### config.mk
export PLATFORM = sky130hd
export DESIGN_NAME = uart_regint
export DESIGN_NICKNAME = d
export VERILOG_FILES = /design/src/rtl/uart_ri_pkg.sv /design/src/rtl/uart_ri_regs.sv /design/src/rtl/uart_ri_intc.sv /design/src/rtl/uart_regint.sv
export SDC_FILE = /design/constraint.sdc
export NUM_CORES = 1
export LEC_CHECK = 0
export CAP_MARGIN = 30
export CORE_UTILIZATION = 55
export DETAILED_ROUTE_END_ITERATION = 16
export DONT_BUFFER_PORTS = 1
export HOLD_SLACK_MARGIN = 0.06
export PLACE_DENSITY = 0.72
export SYNTH_ARGS = -nofsm -noshare
export SYNTH_HDL_FRONTEND = slang
export SYNTH_SLANG_ARGS = --single-unit
### constraint.sdc
create_clock -name clk -period 3.04 [get_ports clk]
set_clock_uncertainty 0.2 [all_clocks]
set_input_delay 0.152 -clock clk [delete_from_list [all_inputs] [get_ports clk]]
set_output_delay 0.152 -clock clk [all_outputs]
set_load 0.01 [all_outputs]
### src/rtl/uart_ri_pkg.sv
package uart_ri_pkg;
  localparam int DW    = 8;
  localparam int DIV_W = 2 * DW;

  localparam logic [2:0] OFS_DATA = 3'd0;
  localparam logic [2:0] OFS_IER  = 3'd1;
  localparam logic [2:0] OFS_IIR  = 3'd2;
  localparam logic [2:0] OFS_LCR  = 3'd3;
  localparam logic [2:0] OFS_MCR  = 3'd4;
  localparam logic [2:0] OFS_LSR  = 3'd5;
  localparam logic [2:0] OFS_MSR  = 3'd6;
  localparam logic [2:0] OFS_SCR  = 3'd7;

  typedef enum logic [3:0] {
    INT_NONE = 4'h1,
    INT_TX   = 4'h2,
    INT_RX   = 4'h4,
    INT_LINE = 4'h6
  } int_id_e;

  function automatic logic [3:0] depth_of(input logic [1:0] code);
    case (code)
      2'd0:    depth_of = 4'd1;
      2'd1:    depth_of = 4'd4;
      2'd2:    depth_of = 4'd8;
      default: depth_of = 4'd14;
    endcase
  endfunction
endpackage

### src/rtl/uart_ri_regs.sv
module uart_ri_regs
  import uart_ri_pkg::*;
#(
  parameter logic [15:0] DIV_RESET = 16'd96,
  parameter logic [7:0]  FCR_RESET = 8'h06
) (
  input  logic             clk,
  input  logic             rst,
  input  logic             wr_en,
  input  logic [2:0]       addr,
  input  logic [DW-1:0]    wr_data,
  output logic [DW-1:0]    lcr,
  output logic [3:0]       ier,
  output logic [4:0]       mcr,
  output logic [DW-1:0]    scr,
  output logic [DIV_W-1:0] div_q,
  output logic [DW-1:0]    fcr,
  output logic             fifo_en,
  output logic [3:0]       rx_depth,
  output logic             rx_clr,
  output logic             tx_clr,
  output logic             frame_recalc,
  output logic             thr_load,
  output logic [DW-1:0]    thr_byte
);
  logic dlab;
  assign dlab = lcr[DW-1];

  always_ff @(posedge clk) begin
    if (rst) begin
      lcr          <= '0;
      ier          <= '0;
      mcr          <= '0;
      scr          <= '0;
      div_q        <= DIV_RESET;
      fcr          <= FCR_RESET;
      fifo_en      <= FCR_RESET[0];
      rx_depth     <= FCR_RESET[0] ? depth_of(FCR_RESET[7:6]) : 4'd1;
      rx_clr       <= 1'b0;
      tx_clr       <= 1'b0;
      frame_recalc <= 1'b0;
      thr_load     <= 1'b0;
      thr_byte     <= '0;
    end else begin
      rx_clr       <= 1'b0;
      tx_clr       <= 1'b0;
      frame_recalc <= 1'b0;
      thr_load     <= 1'b0;
      if (wr_en) begin
        case (addr)
          OFS_DATA: begin
            if (dlab) div_q[DW-1:0] <= wr_data;
            else begin
              thr_load <= 1'b1;
              thr_byte <= wr_data;
            end
          end
          OFS_IER: begin
            if (dlab) div_q[DIV_W-1:DW] <= wr_data;
            else      ier <= wr_data[3:0];
          end
          OFS_IIR: begin
            fcr     <= wr_data & 8'hF9;
            fifo_en <= wr_data[0];
            if (!wr_data[0]) begin
              rx_clr   <= 1'b1;
              tx_clr   <= 1'b1;
              rx_depth <= 4'd1;
            end else begin
              rx_clr   <= wr_data[1];
              rx_depth <= depth_of(wr_data[7:6]);
            end
          end
          OFS_LCR: begin
            lcr          <= wr_data;
            frame_recalc <= (wr_data[3:0] != lcr[3:0]);
          end
          OFS_MCR: mcr <= wr_data[4:0];
          OFS_SCR: scr <= wr_data;
          default: ;
        endcase
      end
    end
  end

  // divisor-mode writes to offset 1 must not touch the enable register
  a_r2_dlab_keeps_ier: assert property (@(posedge clk) disable iff (rst)
    (wr_en && addr == OFS_IER && dlab) |=> $stable(ier));

  // FIFOs off always means a trigger depth of one byte
  a_r5_off_depth_one: assert property (@(posedge clk) disable iff (rst)
    !fifo_en |-> (rx_depth == 4'd1));

  // a frame update pulse only follows a line control write
  a_r13_update_from_lcr: assert property (@(posedge clk) disable iff (rst)
    frame_recalc |-> $past(wr_en && addr == OFS_LCR));

  // flushing the transmit FIFO always comes with a receive flush
  a_r5_tx_flush_pair: assert property (@(posedge clk) disable iff (rst)
    tx_clr |-> rx_clr);
endmodule

### src/rtl/uart_ri_intc.sv
module uart_ri_intc
  import uart_ri_pkg::*;
(
  input  logic          clk,
  input  logic          rst,
  input  logic [3:0]    ier,
  input  logic          fifo_en,
  input  logic          rx_evt,
  input  logic          tx_evt,
  input  logic          ls_evt,
  input  logic          rbr_rd,
  input  logic          lsr_rd,
  input  logic          iir_rd,
  input  logic          thr_wr,
  input  logic          rx_clr,
  output logic [DW-1:0] iir_val,
  output logic [DW-1:0] lsr_val,
  output logic          irq
);
  logic rx_cond, tx_cond, ls_cond;
  logic ls_sel, rx_sel, tx_sel, any_pending;
  int_id_e cur_id;

  always_comb begin
    ls_sel      = ier[2] & ls_cond;
    rx_sel      = ier[0] & rx_cond & ~ls_sel;
    tx_sel      = ier[1] & tx_cond & ~ls_sel & ~rx_sel;
    any_pending = ls_sel | rx_sel | tx_sel;
    if (ls_sel)      cur_id = INT_LINE;
    else if (rx_sel) cur_id = INT_RX;
    else if (tx_sel) cur_id = INT_TX;
    else             cur_id = INT_NONE;
  end

  assign iir_val = {fifo_en, fifo_en, 2'b00, cur_id};
  assign lsr_val = {2'b00, tx_cond, 3'b000, ls_cond, rx_cond};

  always_ff @(posedge clk) begin
    if (rst) begin
      rx_cond <= 1'b0;
      tx_cond <= 1'b0;
      ls_cond <= 1'b0;
      irq     <= 1'b0;
    end else begin
      if (rx_evt)                    rx_cond <= 1'b1;
      else if (rx_clr)               rx_cond <= 1'b0;
      else if (rbr_rd && !fifo_en)   rx_cond <= 1'b0;

      if (ls_evt)                    ls_cond <= 1'b1;
      else if (lsr_rd)               ls_cond <= 1'b0;

      if (tx_evt)                    tx_cond <= 1'b1;
      else if (thr_wr)               tx_cond <= 1'b0;
      else if (iir_rd && cur_id == INT_TX) tx_cond <= 1'b0;

      irq <= any_pending;
    end
  end

  // at most one source selected at a time
  a_r7_single_source: assert property (@(posedge clk) disable iff (rst)
    $onehot0({ls_sel, rx_sel, tx_sel}));

  // the request rises only after a pending source was seen
  a_r12_irq_rise_lag: assert property (@(posedge clk) disable iff (rst)
    $rose(irq) |-> $past(any_pending));

  // with FIFOs on, reading data keeps the receive condition
  a_r9_fifo_read_keeps: assert property (@(posedge clk) disable iff (rst)
    (rbr_rd && fifo_en && rx_cond && !rx_clr) |=> rx_cond);

  // reading line status retires a line error unless a new one arrives
  a_r11_lsr_read_clears: assert property (@(posedge clk) disable iff (rst)
    (lsr_rd && !ls_evt) |=> !ls_cond);
endmodule

### src/rtl/uart_regint.sv
module uart_regint
  import uart_ri_pkg::*;
#(
  parameter logic [15:0] DIV_RESET = 16'd96,
  parameter logic [7:0]  FCR_RESET = 8'h06
) (
  input  logic        clk,
  input  logic        rst,
  input  logic [2:0]  reg_addr,
  input  logic        reg_wr,
  input  logic        reg_rd,
  input  logic [7:0]  reg_wdata,
  output logic [7:0]  reg_rdata,
  input  logic        rx_push,
  input  logic [7:0]  rx_byte,
  input  logic        tx_ready_evt,
  input  logic        line_err_evt,
  output logic        irq,
  output logic [15:0] baud_div,
  output logic [7:0]  line_ctrl,
  output logic [7:0]  modem_ctrl,
  output logic [7:0]  fifo_ctrl,
  output logic        fifo_on,
  output logic [3:0]  rx_trig_depth,
  output logic        rx_fifo_flush,
  output logic        tx_fifo_flush,
  output logic        frame_update,
  output logic        tx_load,
  output logic [7:0]  tx_byte
);
  logic [DW-1:0] lcr, scr, fcr, rbr, iir_val, lsr_val, thr_byte, rd_mux;
  logic [3:0]    ier;
  logic [4:0]    mcr;
  logic [DIV_W-1:0] div_q;
  logic fifo_en, rx_clr, tx_clr, frame_recalc, thr_load;
  logic dlab, rbr_rd, lsr_rd, iir_rd;

  uart_ri_regs #(.DIV_RESET(DIV_RESET), .FCR_RESET(FCR_RESET)) u_regs (
    .clk(clk), .rst(rst), .wr_en(reg_wr), .addr(reg_addr), .wr_data(reg_wdata),
    .lcr(lcr), .ier(ier), .mcr(mcr), .scr(scr), .div_q(div_q), .fcr(fcr),
    .fifo_en(fifo_en), .rx_depth(rx_trig_depth), .rx_clr(rx_clr), .tx_clr(tx_clr),
    .frame_recalc(frame_recalc), .thr_load(thr_load), .thr_byte(thr_byte)
  );

  assign dlab   = lcr[DW-1];
  assign rbr_rd = reg_rd && reg_addr == OFS_DATA && !dlab;
  assign lsr_rd = reg_rd && reg_addr == OFS_LSR;
  assign iir_rd = reg_rd && reg_addr == OFS_IIR;

  uart_ri_intc u_intc (
    .clk(clk), .rst(rst), .ier(ier), .fifo_en(fifo_en),
    .rx_evt(rx_push), .tx_evt(tx_ready_evt), .ls_evt(line_err_evt),
    .rbr_rd(rbr_rd), .lsr_rd(lsr_rd), .iir_rd(iir_rd),
    .thr_wr(reg_wr && reg_addr == OFS_DATA && !dlab), .rx_clr(rx_clr),
    .iir_val(iir_val), .lsr_val(lsr_val), .irq(irq)
  );

  always_comb begin
    case (reg_addr)
      OFS_DATA: rd_mux = dlab ? div_q[DW-1:0] : rbr;
      OFS_IER:  rd_mux = dlab ? div_q[DIV_W-1:DW] : {4'b0000, ier};
      OFS_IIR:  rd_mux = iir_val;
      OFS_LCR:  rd_mux = lcr;
      OFS_MCR:  rd_mux = {3'b000, mcr};
      OFS_LSR:  rd_mux = lsr_val;
      OFS_MSR:  rd_mux = '0;
      default:  rd_mux = scr;
    endcase
  end

  always_ff @(posedge clk) begin
    if (rst) begin
      rbr       <= '0;
      reg_rdata <= '0;
    end else begin
      if (rx_push) rbr <= rx_byte;
      if (reg_rd)  reg_rdata <= rd_mux;
    end
  end

  assign baud_div      = div_q;
  assign line_ctrl     = lcr;
  assign modem_ctrl    = {3'b000, mcr};
  assign fifo_ctrl     = fcr;
  assign fifo_on       = fifo_en;
  assign rx_fifo_flush = rx_clr;
  assign tx_fifo_flush = tx_clr;
  assign frame_update  = frame_recalc;
  assign tx_load       = thr_load;
  assign tx_byte       = thr_byte;

  // request low whenever identification shows nothing pending for two cycles
  a_r8_idle_no_irq: assert property (@(posedge clk) disable iff (rst)
    ($past(iir_val[0]) && iir_val[0]) |-> !irq);
endmodule

==> results.py <==
metrics = {
    "outcome": {
        "status": "completed",
    },
    "clock_network": {
        "cts_tree": "built",
        "cts-root-buf": "clkbuf_8",
        "htree_levels": 3,
        "clkTransAtPathRegs_ns": 0.09,
        "clock_latency_ns": 0.36,
        "cts.sinks": 84,
        "cts_buffers": 9,
        "cts_buffer_depth": 2,
    },
    "place": {
        "dp_hpwl_um": 6489,
        "place_ws_ns": 0.9566,
        "dpl.cell_count": 463,
        "place_congestion": 0.9165,
        "io_buffers": 0,
    },
    "pwr": {
        "ir_worst_vdd_v": 0.0003519,
        "p_leak_uw": 0.001661,
        "power.density_nw_per_um2": 528.5,
    },
    "drt": {
        "wirelength_um": 10370,
        "vias_per_cell": 6.167,
        "ant_nets": 0,
        "drt-pass1-iter-count": 5,
        "drt-wirelength-per-cell_um": 19.93,
        "vias": 3207,
        "drc": 0,
        "drt_iter0_markers": 367,
    },
    "global_route": {
        "grt-ovfl-total": 0,
        "grt.total_usage_pct": 31.19,
        "grt_max_degree": 87,
        "grt_pass1_vias": 3041,
        "grt_first_pass_wirelength_um": 16700,
        "antenna_found_initial": 1,
    },
    "sta": {
        "post-route-min-period_ns": 2.874,
        "hold_slack_ns": 0.06652,
        "fmax_mhz": 348.0,
        "rsz0062_at_grt": "no",
        "maxSlewViolCount": 0,
        "fin_crit_sh_pct": 94.53,
        "tns_ns": 0,
        "worstMarginPinSlew_ns": 0.8503,
        "slew_headroom_pct": 43.12,
        "finalWorstSetupSlack_ns": 0.1663,
        "hold_violations": 0,
        "setup_viol": 0,
    },
    "floorplanning": {
        "ios": 92,
        "row_count": 29,
        "die_h_um": 83.71,
        "initial_core_util_pct": 57.50,
        "die_w_um": 83.71,
        "core_um2": 6386,
        "die-area_um2": 7007,
    },
    "worst_setup_path": {
        "reg2reg_to": "u_regs.thr_byte[2]$_SDFFE_PP0P_",
        "required_ns": 3.09,
        "r2r_slack_ns": 0.94,
        "r2r_start": "u_regs.lcr[7]$_SDFFE_PP0P_",
        "end_kind": "register",
        "timing.critical_path.to": "u_regs.fcr[4]$_SDFFE_PP0P_",
        "critPathArrivalTime_ns": 2.93,
        "start_kind": "input port",
        "critical_path_class": "input port to register",
        "path_max_fanout": 23,
        "startpoint": "reg_addr[2]",
        "reg2reg_depth": 4,
    },
    "yosys": {
        "ys_ff_latch": 84,
        "synth_seq_area_share_pct": 45.79,
        "ys_warn_count": 0,
        "synth_edf_count": 0,
        "syn_inst": 419,
        "synth_ff_type": "dfxtp_1",
        "synth_cell_types": 53,
        "async_flop_share_pct": 0,
        "syn_avg_cell_area_um2": 8.764,
        "netlist_area_um2": 3672,
    },
    "layout": {
        "area_delta_synth_final_pct": 15.78,
        "final_nets": 463,
        "drive_gt1_share_pct": 7.240,
        "final_util_pct": 66.58,
        "final_cells": 520,
    },
    "flow_run": {
        "cap_violations": 0,
    },
    "min_path": {
        "hold_class": "input port to register",
        "min_path_cells": 2,
    },
}
-- worst max-delay path: stages --
cell	delay, ns
dlygate4sd3_1	1.09
nand2b_4	0.32
nor3_2	0.09
nand2_1	0.11
dlygate4sd3_1	0.55
a21oi_1	0.06
dlygate4sd3_1	0.57
-- cells in the final DEF, fill, tap and decap left out, types with 4 or more instances in the layout --
cell type / count
mux2i_1: 44
nand4_1: 4
and3_1: 4
o211ai_1: 4
a21oi_1: 35
nand2_1: 63
nor3_1: 6
mux2_2: 5
nor2_1: 54
nand3_1: 7
clkbuf_8: 10
xor2_1: 4
o21ai_0: 10
dlygate4sd3_1: 38
dfxtp_1: 84
a31oi_1: 4
inv_1: 6
-- state kept, by name, indices dropped and copies added (netlist names), 4 cells and up --
| signal | cells |
|---|---|
| u_regs.mcr | 5 |
| u_regs.ier | 4 |
| u_regs.div_q | 16 |
| rbr | 8 |
| reg_rdata | 8 |
| u_regs.rx_depth | 4 |
| u_regs.fcr | 7 |
| u_regs.scr | 8 |
| u_regs.thr_byte | 8 |
| u_regs.lcr | 8 |
-- timing repair --
action,4_1_cts,5_1_grt
gates resized for setup,0,1
hold endpoints to repair,84,0
endpoints found under the setup margin,0,1
hold buffers,40,0
buffers inserted,0,0
-- report_power, final --
group | switching [µW] | internal [µW] | leakage, µW
Sequential | 32.4 | 1130 | 0.000682
Clock | 402 | 485 | 0.000113
Combinational | 119 | 81.2 | 0.000866
Total | 553 | 1690 | 0.00166
-- layer usage --
layer	GRT usage [%]	share of wire, %	vias to the layer above
li1	-	-	1469
met1	40.87	39	1520
met2	47.45	46	182
met3	11.08	12	36
met4	11.25	2.9	0
met5	0	0	-
-- metrics by stage --
step | total power (µW) | instance area [µm²]
5_1_grt | 2335 | 4252
4_1_cts | 2256 | 4247
3_3_place_gp | 1290 | 3605
2_1_floorplan | 1313 | 3680
3_5_place_dp | 1292 | 3605
6_report | 2247 | 4252
-- cell families after synthesis --
group / share of synthesized area [%]
other: 0.1021
multiplexers: 14.14
AO/OA/AOI/OAI: 12.98
buffers and inverters: 5.689
flip-flops: 45.79
XOR/XNOR: 0.9539
AND/OR/NAND/NOR: 20.34
-- synth_stat cells, drive strengths merged, types with 4 or more instances --
master / number / share of area, %
a21oi: 35 / 4.8
a31oi: 4 / 0.68
and3: 4 / 0.68
buf: 21 / 3.3
clkbuf: 15 / 1.5
dfxtp: 84 / 46
inv: 7 / 0.72
mux2: 5 / 1.5
mux2i: 44 / 12
nand2: 63 / 6.4
nand3: 9 / 1.5
nand4: 4 / 0.68
nor2: 54 / 5.5
nor3: 7 / 1.1
nor3b: 4 / 0.95
o211ai: 4 / 0.82
o21ai: 10 / 1.4
xor2: 4 / 0.95
-- how the worst min path moves through the flow --
stage               slack (ns)    startpoint                     endpoint
finish                    0.07        reg_wr     u_regs.tx_clr$_SDFF_PP0_
global route              0.08   reg_addr[0]    reg_rdata[3]$_SDFFE_PP0P_
CTS                       0.07   reg_addr[0]    reg_rdata[3]$_SDFFE_PP0P_
detailed placement        0.03           rst   u_regs.lcr[4]$_SDFFE_PP0P_
global placement          0.03           rst   u_regs.scr[1]$_SDFFE_PP0P_
floorplan                 0.07  line_err_evt  u_intc.ls_cond$_SDFFE_PP0P_
-- area by class of cell --
cell class,count,area [µm²]
well taps,77,96.34
inverters,8,30.03
fillers,521,2135
flip-flops and latches,84,1682
repair buffers,41,427.9
diodes,1,2.502
multi-input cells,293,1789
clock buffers,10,137.6
clock inverters,6,86.33
Note: power is estimated with default switching activity, not from simulation.
